## src/rtl/tsp_pkg.sv

```systemverilog
// Shared constants and helpers for the timestamp status record parser.
// Assumes 16-bit record words and a 4-bit type nibble at the top of a header.
package tsp_pkg;
    localparam int WORD_W   = 16;
    localparam int TYPE_W   = 4;
    localparam int RX_WORDS = 6;
    localparam int TS_WORDS = 4;
    localparam int CNT_W    = 2;
    localparam int NS_W     = 30;
    localparam int SEC_W    = 32;
    localparam int WRAP_W   = 2;

    localparam logic [TYPE_W-1:0] REC_TX = 4'h1;
    localparam logic [TYPE_W-1:0] REC_RX = 4'h2;
    localparam logic [TYPE_W-1:0] REC_EV = 4'h4;

    typedef enum logic [1:0] {
        PS_PREFIX = 2'd0,
        PS_HEADER = 2'd1,
        PS_BODY   = 2'd2,
        PS_DRAIN  = 2'd3
    } parse_state_e;

    // True for a type nibble that starts a record the block understands.
    function automatic logic known_type(input logic [TYPE_W-1:0] t);
        return (t == REC_TX) || (t == REC_RX) || (t == REC_EV);
    endfunction
endpackage

```

## src/rtl/tsp_word_asm.sv

```systemverilog
// Pairs input bytes into 16-bit words, low byte first.
// A frame that ends on a low byte produces a partial word (w_full=0), which
// the consumer treats as an end of frame without data.
// Assumes the consumer takes a word in the same cycle whenever word_ready is high.
module tsp_word_asm #(
    parameter int BYTE_W = 8,
    localparam int WORD_W = 2 * BYTE_W
) (
    input  logic              clk,
    input  logic              rst_n,
    input  logic              in_valid,
    input  logic [BYTE_W-1:0] in_data,
    input  logic              in_last,
    output logic              in_ready,
    input  logic              word_ready,
    output logic              w_valid,
    output logic [WORD_W-1:0] w_data,
    output logic              w_full,
    output logic              w_last
);
    logic              phase_q;
    logic [BYTE_W-1:0] lo_q;
    logic              take;

    assign in_ready = word_ready;
    assign take     = in_valid && word_ready;

    // Emit a word on the high byte, or a partial word when a frame ends early.
    always_comb begin
        w_valid = take && (phase_q || in_last);
        w_full  = phase_q;
        w_last  = in_last;
        w_data  = phase_q ? {in_data, lo_q} : {{BYTE_W{1'b0}}, in_data};
    end

    // Track which half of the word comes next and keep the low byte.
    always_ff @(posedge clk) begin
        if (!rst_n) begin
            phase_q <= 1'b0;
            lo_q    <= '0;
        end else if (take) begin
            if (!phase_q) lo_q <= in_data;
            phase_q <= in_last ? 1'b0 : ~phase_q;
        end
    end
endmodule

```

## src/rtl/tsp_record_fsm.sv

```systemverilog
// Walks the word stream of one frame: drops the prefix word, decodes each
// header, and gathers body words. A fire pulse marks the cycle in which the
// final word of a record arrives. rec_words then holds the whole record, with
// the arriving word merged in.
// Assumes each word is taken in the cycle its w_valid is high.
module tsp_record_fsm
    import tsp_pkg::*;
#(
    parameter int MAX_WORDS = RX_WORDS,
    localparam int IDX_W = $clog2(MAX_WORDS)
) (
    input  logic                               clk,
    input  logic                               rst_n,
    input  logic                               w_valid,
    input  logic [WORD_W-1:0]                  w_data,
    input  logic                               w_full,
    input  logic                               w_last,
    output logic                               fire_rx,
    output logic                               fire_tx,
    output logic                               fire_ev,
    output logic [CNT_W-1:0]                   ev_cnt,
    output logic [MAX_WORDS-1:0][WORD_W-1:0]   rec_words
);
    parse_state_e                       state_q;
    logic [IDX_W-1:0]                   idx_q;
    logic [IDX_W-1:0]                   last_idx;
    logic [TYPE_W-1:0]                  rtype_q;
    logic [CNT_W-1:0]                   cnt_q;
    logic [MAX_WORDS-1:0][WORD_W-1:0]   buf_q;
    logic                               done;

    // Index of the final body word for the record in progress.
    assign last_idx = (rtype_q == REC_RX) ? IDX_W'(RX_WORDS - 1) : IDX_W'(TS_WORDS - 1);

    // A record completes when its final full word arrives.
    assign done    = w_valid && w_full && (state_q == PS_BODY) && (idx_q == last_idx);
    assign fire_rx = done && (rtype_q == REC_RX);
    assign fire_tx = done && (rtype_q == REC_TX);
    assign fire_ev = done && (rtype_q == REC_EV);
    assign ev_cnt  = cnt_q;

    // Present the buffer with the arriving word placed at its slot.
    for (genvar k = 0; k < MAX_WORDS; k++) begin : g_merge
        assign rec_words[k] = (state_q == PS_BODY && idx_q == IDX_W'(k)) ? w_data : buf_q[k];
    end

    // Parse state, body index, header fields and body word buffer.
    always_ff @(posedge clk) begin
        if (!rst_n) begin
            state_q <= PS_PREFIX;
            idx_q   <= '0;
            rtype_q <= '0;
            cnt_q   <= '0;
            buf_q   <= '0;
        end else if (w_valid) begin
            if (!w_full) begin
                state_q <= PS_PREFIX;
            end else begin
                case (state_q)
                    PS_PREFIX: state_q <= w_last ? PS_PREFIX : PS_HEADER;
                    PS_HEADER: begin
                        if (w_last) begin
                            state_q <= PS_PREFIX;
                        end else if (known_type(w_data[WORD_W-1 -: TYPE_W])) begin
                            rtype_q <= w_data[WORD_W-1 -: TYPE_W];
                            cnt_q   <= w_data[CNT_W-1:0];
                            idx_q   <= '0;
                            state_q <= PS_BODY;
                        end else begin
                            state_q <= PS_DRAIN;
                        end
                    end
                    PS_BODY: begin
                        buf_q[idx_q] <= w_data;
                        if (idx_q == last_idx) begin
                            state_q <= w_last ? PS_PREFIX : PS_HEADER;
                        end else if (w_last) begin
                            state_q <= PS_PREFIX;
                        end else begin
                            idx_q <= idx_q + 1'b1;
                        end
                    end
                    default: if (w_last) state_q <= PS_PREFIX;
                endcase
            end
        end
    end

    AST_DRAIN_EXIT: assert property (@(posedge clk) disable iff (!rst_n)
        (state_q == PS_DRAIN) |=> (state_q == PS_DRAIN || state_q == PS_PREFIX));
    AST_BODY_BOUND: assert property (@(posedge clk) disable iff (!rst_n)
        (state_q == PS_BODY) |-> (idx_q <= last_idx));
endmodule

```

## src/rtl/tsp_event_hold.sv

```systemverilog
// Keeps the running event timestamp. On a load, words 0..cnt are replaced and
// the words above cnt keep their stored value. merged shows the result in the
// same cycle, so the output stage can register it together with the store.
module tsp_event_hold
    import tsp_pkg::*;
#(
    parameter int N_WORDS = TS_WORDS
) (
    input  logic                            clk,
    input  logic                            rst_n,
    input  logic                            load,
    input  logic [CNT_W-1:0]                cnt,
    input  logic [N_WORDS-1:0][WORD_W-1:0]  new_words,
    output logic [N_WORDS-1:0][WORD_W-1:0]  merged
);
    logic [N_WORDS-1:0][WORD_W-1:0] store_q;

    // Select a fresh or a kept value for each stored word.
    for (genvar k = 0; k < N_WORDS; k++) begin : g_word
        assign merged[k] = (load && (CNT_W'(k) <= cnt)) ? new_words[k] : store_q[k];
    end

    // Commit the merged words as the new store.
    always_ff @(posedge clk) begin
        if (!rst_n) store_q <= '0;
        else if (load) store_q <= merged;
    end

    AST_EV_KEEP_TOP: assert property (@(posedge clk) disable iff (!rst_n)
        (load && cnt != CNT_W'(N_WORDS - 1)) |=> (store_q[N_WORDS-1] == $past(store_q[N_WORDS-1])));
    AST_EV_NEW_LOW: assert property (@(posedge clk) disable iff (!rst_n)
        load |=> (store_q[0] == $past(new_words[0])));
endmodule

```

## src/rtl/tsp_status_parser.sv

```systemverilog
// Top of the timestamp status record parser. Chains the byte pairing stage,
// the record sequencer and the event word store. Records are registered onto
// one output port per type. A record held against a low ready blocks all input.
// Assumes frames arrive whole with in_last on the final byte.
module tsp_status_parser
    import tsp_pkg::*;
#(
    parameter int BYTE_W = 8
) (
    input  logic               clk,
    input  logic               rst_n,
    input  logic               in_valid,
    input  logic [BYTE_W-1:0]  in_data,
    input  logic               in_last,
    output logic               in_ready,
    output logic               rx_valid,
    input  logic               rx_ready,
    output logic [WRAP_W-1:0]  rx_ns_wrap,
    output logic [NS_W-1:0]    rx_ns,
    output logic [SEC_W-1:0]   rx_sec,
    output logic [15:0]        rx_seq,
    output logic [3:0]         rx_msg,
    output logic [11:0]        rx_hash,
    output logic               tx_valid,
    input  logic               tx_ready,
    output logic [WRAP_W-1:0]  tx_ns_wrap,
    output logic [NS_W-1:0]    tx_ns,
    output logic [SEC_W-1:0]   tx_sec,
    output logic               ev_valid,
    input  logic               ev_ready,
    output logic [WRAP_W-1:0]  ev_ns_wrap,
    output logic [NS_W-1:0]    ev_ns,
    output logic [SEC_W-1:0]   ev_sec
);
    localparam int HALF_W = WORD_W;

    logic                             word_ready;
    logic                             w_valid, w_full, w_last;
    logic [HALF_W-1:0]                w_data;
    logic                             fire_rx, fire_tx, fire_ev;
    logic [CNT_W-1:0]                 ev_cnt;
    logic [RX_WORDS-1:0][WORD_W-1:0]  rw;
    logic [TS_WORDS-1:0][WORD_W-1:0]  ev_words;

    // Input may move only when no presented record is stuck.
    assign word_ready = !(rx_valid && !rx_ready) && !(tx_valid && !tx_ready)
                     && !(ev_valid && !ev_ready);

    tsp_word_asm #(.BYTE_W(BYTE_W)) u_asm (
        .clk        (clk),
        .rst_n      (rst_n),
        .in_valid   (in_valid),
        .in_data    (in_data),
        .in_last    (in_last),
        .in_ready   (in_ready),
        .word_ready (word_ready),
        .w_valid    (w_valid),
        .w_data     (w_data),
        .w_full     (w_full),
        .w_last     (w_last)
    );

    tsp_record_fsm #(.MAX_WORDS(RX_WORDS)) u_fsm (
        .clk        (clk),
        .rst_n      (rst_n),
        .w_valid    (w_valid),
        .w_data     (w_data),
        .w_full     (w_full),
        .w_last     (w_last),
        .fire_rx    (fire_rx),
        .fire_tx    (fire_tx),
        .fire_ev    (fire_ev),
        .ev_cnt     (ev_cnt),
        .rec_words  (rw)
    );

    tsp_event_hold #(.N_WORDS(TS_WORDS)) u_evh (
        .clk        (clk),
        .rst_n      (rst_n),
        .load       (fire_ev),
        .cnt        (ev_cnt),
        .new_words  (rw[TS_WORDS-1:0]),
        .merged     (ev_words)
    );

    // Receive port: load on completion, clear when taken.
    always_ff @(posedge clk) begin
        if (!rst_n) begin
            rx_valid <= 1'b0;
            {rx_ns_wrap, rx_ns, rx_sec, rx_seq, rx_msg, rx_hash} <= '0;
        end else if (fire_rx) begin
            rx_valid   <= 1'b1;
            {rx_ns_wrap, rx_ns} <= {rw[1], rw[0]};
            rx_sec     <= {rw[3], rw[2]};
            rx_seq     <= rw[4];
            rx_msg     <= rw[5][15:12];
            rx_hash    <= rw[5][11:0];
        end else if (rx_ready) begin
            rx_valid <= 1'b0;
        end
    end

    // Transmit port: load on completion, clear when taken.
    always_ff @(posedge clk) begin
        if (!rst_n) begin
            tx_valid <= 1'b0;
            {tx_ns_wrap, tx_ns, tx_sec} <= '0;
        end else if (fire_tx) begin
            tx_valid <= 1'b1;
            {tx_ns_wrap, tx_ns} <= {rw[1], rw[0]};
            tx_sec   <= {rw[3], rw[2]};
        end else if (tx_ready) begin
            tx_valid <= 1'b0;
        end
    end

    // Event port: present the merged event store.
    always_ff @(posedge clk) begin
        if (!rst_n) begin
            ev_valid <= 1'b0;
            {ev_ns_wrap, ev_ns, ev_sec} <= '0;
        end else if (fire_ev) begin
            ev_valid <= 1'b1;
            {ev_ns_wrap, ev_ns} <= {ev_words[1], ev_words[0]};
            ev_sec   <= {ev_words[3], ev_words[2]};
        end else if (ev_ready) begin
            ev_valid <= 1'b0;
        end
    end

    AST_ONE_PORT: assert property (@(posedge clk) disable iff (!rst_n)
        $onehot0({rx_valid, tx_valid, ev_valid}));
    AST_STALL_IN: assert property (@(posedge clk) disable iff (!rst_n)
        ((rx_valid && !rx_ready) || (tx_valid && !tx_ready) || (ev_valid && !ev_ready)) |-> !in_ready);
    AST_HOLD_RX: assert property (@(posedge clk) disable iff (!rst_n)
        (rx_valid && !rx_ready) |=> (rx_valid && $stable(rx_ns) && $stable(rx_sec) && $stable(rx_seq)));
    AST_HOLD_TX: assert property (@(posedge clk) disable iff (!rst_n)
        (tx_valid && !tx_ready) |=> (tx_valid && $stable(tx_ns) && $stable(tx_sec)));
    AST_HOLD_EV: assert property (@(posedge clk) disable iff (!rst_n)
        (ev_valid && !ev_ready) |=> (ev_valid && $stable(ev_ns) && $stable(ev_sec)));
endmodule

```

## config.mk

```make
export PLATFORM = sky130hd
export DESIGN_NAME = tsp_status_parser
export DESIGN_NICKNAME = d
export VERILOG_FILES = /design/src/rtl/tsp_pkg.sv /design/src/rtl/tsp_word_asm.sv /design/src/rtl/tsp_record_fsm.sv /design/src/rtl/tsp_event_hold.sv /design/src/rtl/tsp_status_parser.sv
export SDC_FILE = /design/constraint.sdc
export NUM_CORES = 1
export LEC_CHECK = 0
export BUFFER_PORTS_ARGS = -buffer_cell sky130_fd_sc_hd__buf_2
export CORE_UTILIZATION = 50
export DETAILED_ROUTE_END_ITERATION = 7
export PLACE_DENSITY = 0.71
export SYNTH_ARGS = -nofsm -noshare
export SYNTH_HDL_FRONTEND = slang
export SYNTH_HIERARCHICAL = 1
export SYNTH_SLANG_ARGS = --single-unit
```

## constraint.sdc

```tcl
create_clock -name clk -period 8.78 [get_ports clk]
set_input_delay 0.878 -clock clk [delete_from_list [all_inputs] [get_ports clk]]
set_output_delay 0.878 -clock clk [all_outputs]
set_load 0.03 [all_outputs]
```

Word-level counts from Yosys, hierarchy flattened
Index checks and enable logic that the tools add are counted.

word-level totals
  register bits = 407
  input bits = 15
  output and inout bits = 228
  word-level logic and storage cells = 135

cells by class
  add/sub/neg operators = 1
  $lt $le $gt $ge = 6
  equal/unequal tests = 18
  mux-type cells = 34
  bitwise gates (word level) = 2
  reduce and logical (&&, ||, !) cells = 43

operator list
  kind                                                           number
  2-to-1 mux 16 bit                                              12
  bitwise mux 96 bit                                             1
  demux 16 bit (select 3 bit)                                    1
  logical AND 1 bit                                              24
  2-to-1 mux 3 bit                                               5
  2-to-1 mux 1 bit                                               9
  equality test 4 x 1 -> 1 bit, second input constant            2
  equality test 4 x 2 -> 1 bit, second input constant            2
  equality test 4 x 3 -> 1 bit, second input constant            2
  2-to-1 mux 2 bit                                               4
  nonzero test 2 bit                                             4
  AND reduction 7 bit                                            1
  equality test 3 x 2 -> 1 bit, second input constant            2
  equality test 3 bit, second input constant                     2
  zero test 1 bit                                                6
  != test 2 bit, second input constant                           3
  one-hot mux 2 bit (3 select lines)                             1
  one-hot mux 3 bit (2 select lines)                             1
  AND reduction 5 bit                                            1
  less-or-equal comparator 1 x 2 -> 1 bit, first input constant  2
  less-or-equal comparator 2 bit, first input constant           2
  < comparator 3 x 4 -> 1 bit, second input constant             1
  adder 3 x 1 -> 3 bit, second input constant                    1
  equality test 3 x 1 -> 1 bit, second input constant            1
  other kinds (11)                                               14

Logic depth before layout (Yosys ltp)
  word-level depth = 13
  mapped depth = 13
  depth with buffers taken out = 11

By module
Netlist, hierarchy kept.

modules (own cells, without submodules)
  module             instances  cells an instance  area an instance (um^2)  seq. area each (um^2)
  tsp_status_parser  1          732                8553.2                   4544.4
  tsp_record_fsm     1          538                5524.0                   2142.1
  tsp_event_hold     1          316                3155.5                   1281.2
  tsp_word_asm       1          61                 584.3                    180.2

Worst setup path before layout
No wires, ideal clock.

  path type = in2reg
  start = in tx_ready
  end = reg ev_sec[16]
  library setup time = 0.116 ns
  arrival time = 3.415 ns
  data required time = 8.664 ns
  path slack = 5.249 ns
  cell stages on the path = 13
  path buffers = 2
  cells stage by stage = nor2b_1 nor3_1 o211a_1 and3_1 nand2_1 a2111o_1 nor3b_2 and3_1 buf_6 buf_8 mux2_4 mux2i_1 nor2b_1

RTL lines
  element                 RTL line                  text
  start: declaration      tsp_status_parser.sv:25   input logic tx_ready,
  end signal: assignment  tsp_status_parser.sv:125  ev_sec <= {ev_words[3], ev_words[2]};
  end: declaration        tsp_status_parser.sv:33   output logic [SEC_W-1:0] ev_sec

==> impl_metrics.env <==
export IMPL_status="completed"
export IMPL_dpl_cell_count=2220
export IMPL_synth_warnings=6
export IMPL_clk_latency_ps=540
export IMPL_io_buffer_count=242
export IMPL_drtIter0Drc=610
export IMPL_synth_most_common_cell="dfxtp_1"
export IMPL_synth_top_family_by_area="multiplexers"
export IMPL_synth_area_leaders="dfxtp_1 (46%), mux2i_1 (20%), mux2_2 (8.7%)"
export IMPL_dp_final_hpwl_um=26100
export IMPL_p_leak_nw=8.14
export IMPL_synth_edf_count=0
export IMPL_drc=0
export IMPL_post_cts_buffers=0
export IMPL_die_w_um=191
export IMPL_path_class="input pin to register"
export IMPL_synth_top_area_frac=0.457
export IMPL_rsz0062_at_grt="false"
export IMPL_required_ps=9200
export IMPL_cts_buffer_depth=3
export IMPL_maxCapViolCount=0
export IMPL_p_per_area_nw_per_um2=189
export IMPL_num_vias=11900
export IMPL_via_per_inst=5.16
export IMPL_synth_flop_cell="dfxtp_1"
export IMPL_final_cells=2298
export IMPL_initial_core_util=0.512
export IMPL_finalPower_mw=3.83
export IMPL_setup_viol=0
export IMPL_cts_sinks=407
export IMPL_dpl_worst_slack_ps=3560
export IMPL_fillers=2946
export IMPL_ios=243
export IMPL_synth_compound_area_frac=0.0263
export IMPL_synth_mux_area_frac=0.296
export IMPL_synthCells=1647
export IMPL_finalMaxSlewViolations=0
export IMPL_wire_per_inst_um=17.8
export IMPL_h_tree_depth=2
export IMPL_drtAntennaViolNets=0
export IMPL_fin_nets=1831
export IMPL_endpoint_kind="register"
export IMPL_arrival_ps=5110
export IMPL_grt_max_degree=131
export IMPL_cts_resized=0
export IMPL_netlist_top_cells_count="dfxtp_1 (407), mux2i_1 (350), nor2b_1 (229), mux2_2 (137), nand2_1 (118)"
export IMPL_antenna_found_initial=3
export IMPL_core_rowCount=68
export IMPL_synth_simple_gate_area_share=0.162
export IMPL_setup_ws_ps=4080
export IMPL_area_delta_synth_final_pct=13.7
export IMPL_multi_input_area_um2=8730
export IMPL_post_route_util=0.582
export IMPL_cts_tree="yes"
export IMPL_hp_class="register to register"
export IMPL_synth_adder_area_share=0.00351
export IMPL_async_flop_share=0
export IMPL_fmax_mhz=213
export IMPL_ys_types=54
export IMPL_peakVddDrop_mv=0.133
export IMPL_period_minus_slack_ps=4700
export IMPL_fp_dieH_um=191
export IMPL_cts_hold_fix_buffers=0
export IMPL_worst_slew_pin_slew_ps=1160
export IMPL_hold_violations=0
export IMPL_maxSlewHeadroom=0.229
export IMPL_synth_avg_cell_area_um2=10.8
export IMPL_clkSlewWorstSetupHoldPaths_ps=60
export IMPL_grt_pass1_wl_um=64000
export IMPL_netlist_area_um2=17800
export IMPL_cp_max_fo=58
export IMPL_clock_root_buffer="clkbuf_16"
export IMPL_synth_xor_area_share=0.000492
export IMPL_routed_wl_um=40800
export IMPL_timing_final_crit_share=0.535
export IMPL_drive_above_1_share=0.268
export IMPL_synth_seq_cells=407
export IMPL_grt_total_usage=0.222
export IMPL_coreArea_um2=34800
export IMPL_skew_ps=12.7
export IMPL_routabilityCongestion=0.803
export IMPL_dr_pass1_iters=5
export IMPL_synth_seq_area_share=0.457
export IMPL_cts_buffers=44
export IMPL_critPathLaunchType="input pin"
export IMPL_synth_top_cell_by_area="dfxtp_1"
export IMPL_grt_pass1_vias=11600
export IMPL_fin_setup_tns_ps=0
export IMPL_syn_nets=1667
export IMPL_dieArea_um2=36400
export IMPL_grt_overflow_total=0
export IMPL_seqCellArea_um2=8150
cell type report:
class | count | share of cell area
timing repair buffer | 253 | 0.0643
clock inverter | 13 | 0.00939
multi-input combinational | 1100 | 0.431
clock buffer | 63 | 0.0634
antenna | 2 | 0.000247
inverter | 5 | 0.00105
tap | 455 | 0.0281
sequential | 407 | 0.402
flip-flops by register name, indices dropped and copies added (netlist names), 3 cells and up:
register,count
ev_ns,30
ev_sec,32
rx_hash,12
rx_msg,4
rx_ns,30
rx_sec,32
rx_seq,16
tx_ns,30
tx_sec,32
u_asm/lo_q,8
u_evh/store_q,64
u_fsm/buf_q,96
u_fsm/idx_q,3
u_fsm/rtype_q,4
power breakdown:
group	internal [mW]	switching, mW	total (mW)
registers	1.85	0.00139	1.85
clock network	1.16	0.729	1.89
logic	0.0279	0.0621	0.0900
worst paths after layout:
kind,startpoint,end,slack [ps],cells after the start
min,u_fsm/buf_q[50],u_fsm/buf_q[50],450,2
min reg2reg,u_fsm/buf_q[50],u_fsm/buf_q[50],450,2
max reg2reg,tx_valid,ev_sec[11],4100,13
max,tx_ready,ev_sec[11],4080,14
stage by stage:
stage | hold WS, ps | cell area [um^2]
global placement | 439 | 18800
finish | 455 | 20300
detailed placement | 447 | 18800
global route | 472 | 20200
CTS | 456 | 20200
floorplan | 431 | 17800
layer usage:
metal	track usage	wire length, um	vias to the layer above	part of all wire
met4	0.0615	888	2	0.022
li1	-	-	5858	-
met3	0.0444	1790	65	0.044
met5	0	17	-	0.00042
met2	0.369	19200	212	0.47
met1	0.290	18900	5728	0.46
cell families (layout without fill, tap and decap cells):
family | after synthesis | in the layout
other cells | 0 | 2
buf+inv | 140 | 334
simple gates | 525 | 525
mux | 502 | 502
compound gates | 67 | 67
xor+xnor | 1 | 1
fa+ha+maj | 5 | 5
flops | 407 | 407
critical path, stage by stage:
cell and delay [ps]:
buf_2 80, nor2b_1 40, nor3_1 520, o211a_1 390
and3_1 240, nand2_1 110, a2111o_1 420, nor3b_4 200
buf_4 750, buf_4 680, a21boi_0 250, or2_1 280
mux2i_1 140, nor2b_1 60
cell usage in the layout, fill, tap and decap left out, types with 8 or more instances in the layout:
master	n
clkbuf_1	9
a21boi_0	17
and2_1	27
clkbuf_8	10
a21oi_1	19
clkinv_2	8
clkbuf_16	45
buf_2	241
mux2i_1	350
nand2_1	118
dfxtp_1	407
or2_1	16
o21a_1	20
mux2_2	137
and3_1	18
nor2_1	85
nor2b_1	229
mux2_4	15
buf_4	11
Note: power is estimated with default switching activity, not from simulation.
